===== src/rtl/ldg_pkg.sv =====
package ldg_pkg;

    localparam int UOP_W = 2;

    localparam logic [7:0] OPC_POP_BASE  = 8'h58;
    localparam logic [7:0] OPC_POP_SP    = 8'h5C;
    localparam logic [7:0] OPC_POP_MODRM = 8'h8F;
    localparam logic [3:0] REX_NIBBLE    = 4'b0100;

    typedef struct packed {
        logic             cplx;
        logic             solo;
        logic [UOP_W-1:0] uops;
    } ins_class_t;

endpackage


===== src/rtl/ldg_classify.sv =====
module ldg_classify
    import ldg_pkg::*;
(
    input  logic       has_rex,
    input  logic [7:0] rex,
    input  logic [7:0] opcode,
    input  logic [7:0] modrm,
    output ins_class_t cls
);

    logic rex_b;
    logic unused_bits;

    assign rex_b       = has_rex && (rex[7:4] == REX_NIBBLE) && rex[0];
    assign unused_bits = ^{rex[3:1], modrm[2:0]};

    always_comb begin
        cls      = '0;
        cls.uops = UOP_W'(1);
        if (opcode == OPC_POP_SP) begin
            // eligibility from the opcode byte only; REX only changes the uop count
            cls.cplx = 1'b1;
            cls.solo = 1'b1;
            cls.uops = rex_b ? UOP_W'(1) : UOP_W'(3);
        end else if (opcode == OPC_POP_MODRM && modrm[5:3] == 3'd0
                     && modrm[7:6] != 2'b11) begin
            cls.cplx = 1'b1;
            cls.uops = UOP_W'(2);
        end
    end

endmodule


===== src/rtl/ldg_grouper.sv =====
module ldg_grouper
    import ldg_pkg::*;
#(
    parameter int WIN   = 8,
    parameter int GROUP = 4,
    localparam int TAKE_W = $clog2(GROUP + 1)
) (
    input  logic                   core_new,
    input  logic [WIN-1:0]         valid,
    input  ins_class_t [WIN-1:0]   cls,
    output logic [TAKE_W-1:0]      take,
    output logic [GROUP-1:0]       s_vld,
    output logic [GROUP-1:0]       s_cplx,
    output logic [GROUP*UOP_W-1:0] s_uops
);

    always_comb begin
        logic stop;
        logic ok;
        stop   = 1'b0;
        take   = '0;
        s_vld  = '0;
        s_cplx = '0;
        s_uops = '0;
        for (int i = 0; i < GROUP; i++) begin
            ok = !stop && valid[i];
            if (ok && i > 0 && cls[i].cplx) ok = 1'b0;
            if (ok && i > 0 && !core_new && cls[0].solo) ok = 1'b0;
            if (ok) begin
                s_vld[i]                = 1'b1;
                s_cplx[i]               = cls[i].cplx;
                s_uops[i*UOP_W +: UOP_W] = cls[i].uops;
                take                    = take + TAKE_W'(1);
            end else begin
                stop = 1'b1;
            end
        end
    end

endmodule


===== src/rtl/ldg_top.sv =====
module ldg_top
    import ldg_pkg::*;
#(
    parameter int WIN   = 8,
    parameter int GROUP = 4,
    localparam int TAKE_W = $clog2(GROUP + 1)
) (
    input  logic                    clk,
    input  logic                    rst_n,
    input  logic                    core_new,
    input  logic [WIN-1:0]          ent_valid,
    input  logic [WIN-1:0]          ent_has_rex,
    input  logic [WIN*8-1:0]        ent_rex,
    input  logic [WIN*8-1:0]        ent_opcode,
    input  logic [WIN*8-1:0]        ent_modrm,
    output logic [TAKE_W-1:0]       take_count,
    output logic [GROUP-1:0]        slot_valid,
    output logic [GROUP-1:0]        slot_complex,
    output logic [GROUP*UOP_W-1:0]  slot_uops
);

    typedef struct packed {
        logic [TAKE_W-1:0]      take;
        logic [GROUP-1:0]       vld;
        logic [GROUP-1:0]       cplx;
        logic [GROUP*UOP_W-1:0] uops;
    } out_t;

    ins_class_t [WIN-1:0]   cls;
    logic [TAKE_W-1:0]      g_take;
    logic [GROUP-1:0]       g_vld;
    logic [GROUP-1:0]       g_cplx;
    logic [GROUP*UOP_W-1:0] g_uops;
    out_t                   out_d, out_q;

    for (genvar i = 0; i < WIN; i++) begin : g_cls
        ldg_classify u_cls (
            .has_rex (ent_has_rex[i]),
            .rex     (ent_rex[i*8 +: 8]),
            .opcode  (ent_opcode[i*8 +: 8]),
            .modrm   (ent_modrm[i*8 +: 8]),
            .cls     (cls[i])
        );
    end

    ldg_grouper #(.WIN(WIN), .GROUP(GROUP)) u_grp (
        .core_new (core_new),
        .valid    (ent_valid),
        .cls      (cls),
        .take     (g_take),
        .s_vld    (g_vld),
        .s_cplx   (g_cplx),
        .s_uops   (g_uops)
    );

    always_comb begin
        out_d      = out_q;
        out_d.take = g_take;
        out_d.vld  = g_vld;
        out_d.cplx = g_cplx;
        out_d.uops = g_uops;
    end

    always_ff @(posedge clk) begin
        if (!rst_n) out_q <= '0;
        else        out_q <= out_d;
    end

    assign take_count   = out_q.take;
    assign slot_valid   = out_q.vld;
    assign slot_complex = out_q.cplx;
    assign slot_uops    = out_q.uops;

endmodule


===== config.mk =====
export PLATFORM = sky130hd
export DESIGN_NAME = ldg_top
export DESIGN_NICKNAME = d
export VERILOG_FILES = /design/src/rtl/ldg_pkg.sv /design/src/rtl/ldg_classify.sv /design/src/rtl/ldg_grouper.sv /design/src/rtl/ldg_top.sv
export SDC_FILE = /design/constraint.sdc
export NUM_CORES = 1
export LEC_CHECK = 0
export BUFFER_PORTS_ARGS = -buffer_cell sky130_fd_sc_hd__buf_4
export CAP_MARGIN = 10
export CORE_AREA = 2 2 89 91
export CTS_CLUSTER_DIAMETER = 50
export DETAILED_ROUTE_END_ITERATION = 6
export DIE_AREA = 0 0 91 93
export PLACE_DENSITY = 0.71
export SYNTH_ARGS = -nofsm -noshare
export SYNTH_HDL_FRONTEND = slang
export SYNTH_HIERARCHICAL = 1
export SYNTH_SLANG_ARGS = --single-unit

===== constraint.sdc =====
create_clock -name clk -period 3.42 [get_ports clk]
set_input_delay 0.513 -clock clk [delete_from_list [all_inputs] [get_ports clk]]
set_output_delay 0.513 -clock clk [all_outputs]
set_load 0.005 [all_outputs]

-- Word-level counts from Yosys, hierarchy flattened
Index checks and enable logic that the tools add are counted.
- flip-flop bits (word level): 19
- bits of input ports: 211
- output and inout bits: 19
- word-level logic and storage cells: 106
- add/sub/neg operators: 3
- eq/ne operators: 16
- muxes and demuxes: 38
- reductions and logical operators: 39
- operator list (operator ; number):
    == test 8 x 7 -> 1 bit (second input constant) ; 4
    == test 8 bit (second input constant) ; 4
    logical AND 1 bit ; 28
    2-to-1 mux 2 bit ; 12
    2-to-1 mux 1 bit ; 23
    == test 4 x 3 -> 1 bit (second input constant) ; 4
    zero test 3 bit ; 4
    adder 3 x 1 -> 3 bit (second input constant) ; 3
    2-to-1 mux 3 bit ; 3
    inequality test 2 bit (second input constant) ; 4
    AND reduction 2 bit ; 4
    zero test 1 bit ; 3

-- Longest topological paths before layout
- depth after elaboration: 27
- mapped depth: 13
- gate-level depth less buffers: 13

-- By module
The synthesis kept the hierarchy.
- modules (own cells, without submodules) (module ; instances ; cells each ; area each (um^2) ; sequential area each (um^2)):
    ldg_classify ; 8 ; 14 ; 113.9 ; 0.0
    ldg_top ; 1 ; 39 ; 529.3 ; 380.4
    ldg_grouper ; 1 ; 39 ; 292.8 ; 0.0

-- Worst setup path before layout
OpenSTA, ideal clock, no wires.
- path kind: input -> register
- from: input ent_opcode[6]
- to: register out_q, in the netlist take_count[1]
- library setup time: 0.116 ns
- arrival: 2.675 ns
- data required time: 3.304 ns
- setup slack: 0.629 ns
- cell stages on the path: 13
- path buffers: 0
- path through: nor4b_2 nand2_1 nor2_1 nor2b_4 nor3_1 ha_1 nand2_1 nor3_4 mux2i_1 ha_1 mux2i_1 mux2i_1 and2_2
- RTL lines (item ; line ; text):
    from (decl) ; ldg_top.sv:14 ; input logic [WIN*8-1:0] ent_opcode,
    to (signal assigned) ; ldg_top.sv:66 ; else out_q <= out_d;
    to (decl) ; ldg_top.sv:34 ; out_t out_d, out_q;

==> out/summary.md <==
* completed — outcome
* 10 — critical path fanouts, max
* 2130 µm² — area after detailed placement
* flop — Setup crit end kind
* 0.992 nW — leak pwr
* 9.47% — aggregate global-route resource usage
* 20 — pin count of the biggest net entering global routing
* 0 ns — total negative setup slack
* buf_4 -> nor4b_2 -> nand2_1 -> nor2_1 -> nor2b_4 -> nor3_1 -> ha_1 -> nand2_1 -> nor3_4 -> mux2i_1 -> ha_1 -> mux2i_1 -> mux2i_1 -> and2_2 — cell-by-cell trace of the critical path
* 2 — maximum root-to-sink buffer count
* 1314 — total via count after detailed routing
* 6 — number of warning messages in the yosys log
* 15.9% — met2 track utilization from global routing
* nor3_4 — slowest stage cell on the critical path
* 0 — total DRC errors in the routed layout
* 3 — number of buffers inserted during clock tree synthesis
* clkbuf_8 — buffer cell driving the clock tree root
* input port to flop — classification of the worst setup path
* 0.678 — gpl congestion
* 1337 — vias in the first global route
* 0 — total global routing overflow
* 0.08 ns — clock transition time at the flip-flop clock pins of the worst setup and hold paths
* 63.2% — fraction of final layout cells with drive strength greater than 1
* 11.3% — M1 GR Usage
* 101 — number of port buffers
* input port — Setup crit start kind
* 3420 µm — HPWL reported at the end of detailed placement
* 0.33 ns — slowest stage delay, CP
* met2 — busiest metal layer after global routing
* 93 µm — height of the chip
* 9 — First DRT Iteration DRCs
* yes — CTS tree
* 2170 µm² — finished layout cell area
* input port to flop — worst hold path type
* 11.9 µm — post-DR wirelength/cell
* mux2i_1 — cell seen most often among critical-path stages
* false — setup repair after global routing missed its margin
* 6370 µm — wire length of the first global-routing pass
* 16.8% — starting density of the core
* 3.91 — detailed-route vias per instance
* 0 — reported max-cap violation count
* 0 — Final Setup Violations
* 8460 µm² — die outline area
* 131 — synthesized instance count
* 0 — Ant. Diodes
* 71.5% — area grow syn2layout
* 2.97 ns — critical path data arrival time
* 355 MHz — Max Clk Rate
* 230 — number of placed I/O pins
* 239 nW/µm² — Power Dens Cells
* 19 — Clock Sink Count
* 3.57 ns — Crit path required time
* 0 — CTS Hold Bufs
* 82.3% — share of the clock period used by the worst path after layout
* 7530 µm² — core area
* 4.03% — GR met3 Demand/Resource
* 91 µm — horizontal die dimension
* 0 — Final Hold Fails
* 450 — nets@finish
* 0 — max-slew violation count
* 1 — deepest level of the CTS H-tree
* 0 — setup fix buffers added after clock tree synthesis
* 1270 µm² — Synth Cell Area
* 9.67 µm² — average instance area after synthesis
* 2.82 ns — minimum clock period
* 0 — post-CTS sizing
* 4 — number of detailed-route iterations in the first pass
* 0.120 mV — IR Drop Worst-Case VDD
* 3990 µm — routed wire length
* 0 — antenna violations before repair
* 0 — post-route ant nets
* 32 — count of standard-cell rows
[state kept, by name (all words and copies together), names as in the netlist]
| register | count |
|---|---|
| slot_uops | 8 |
| slot_complex | 4 |
| slot_valid | 4 |
| take_count | 3 |
[where the power goes]
part | internal, mW | switching [mW] | total, mW
clock network | 0.0810 | 0.0785 | 0.159
logic | 0.0881 | 0.0425 | 0.131
registers | 0.227 | 0.00174 | 0.229
[layer usage]
| layer | vias to the layer above | wire length, µm | share of wire, % |
|---|---|---|---|
| met2 | 49 | 1980 | 50 |
| li1 | 661 | - | - |
| met5 | - | 0 | 0 |
| met3 | 2 | 329 | 8.2 |
| met4 | 0 | 23 | 0.58 |
| met1 | 602 | 1660 | 42 |
[critical path, delay by kind of cell]
kind,cells,cell delay [ns]
buffers and inverters,1,0.11
adders and majority gates,2,0.47
muxes,3,0.48
and+or+nand+nor,8,1.39
[stage by stage]
stage	power (mW)	std cells	utilization, %	hold WS [ns]	setup slack (ns)
6_report	0.519	336	28.9	0.537	0.605
2_1_floorplan	0.273	133	-	0.649	0.629
4_1_cts	0.528	336	28.9	0.542	0.598
3_5_place_dp	0.367	332	28.2	0.813	0.336
3_3_place_gp	0.363	332	28.2	0.815	0.419
5_1_grt	0.554	336	28.9	0.559	0.423
[worst paths after layout]
path	depth (start not counted)	from	slack, ns	end
min	2	ent_valid[0]	0.54	slot_valid[0]
max	14	ent_opcode[6]	0.60	take_count[1]
[area by class of cell]
class                           instances  area [µm²]
Clock buffer                            3        41.3
Clock inverter                          1        5.00
Fill cell                             847        5360
Inverter                                4        15.0
Multi-Input combinational cell        105         837
Sequential cell                        19         380
Tap cell                              102         128
Timing Repair Buffer                  102         766
[placed cells by master, fill, tap and decap left out, drive strengths merged]
cell and instances:
nand2 11, and4bb 4, conb 3, nand3 4
nor4 1, or2 4, xor2 2, dfxtp 19
clkbuf 3, o21a 1, and4b 4, and3 3
nand3b 4, a211oi 4, buf 102, nor3 2
ha 4, nor2b 2, nor4b 8, mux2i 3
clkinv 1, nor2 5, and4 4, and2 27
a21oi 5, inv 4
Power figures use the tool's default switching activity.
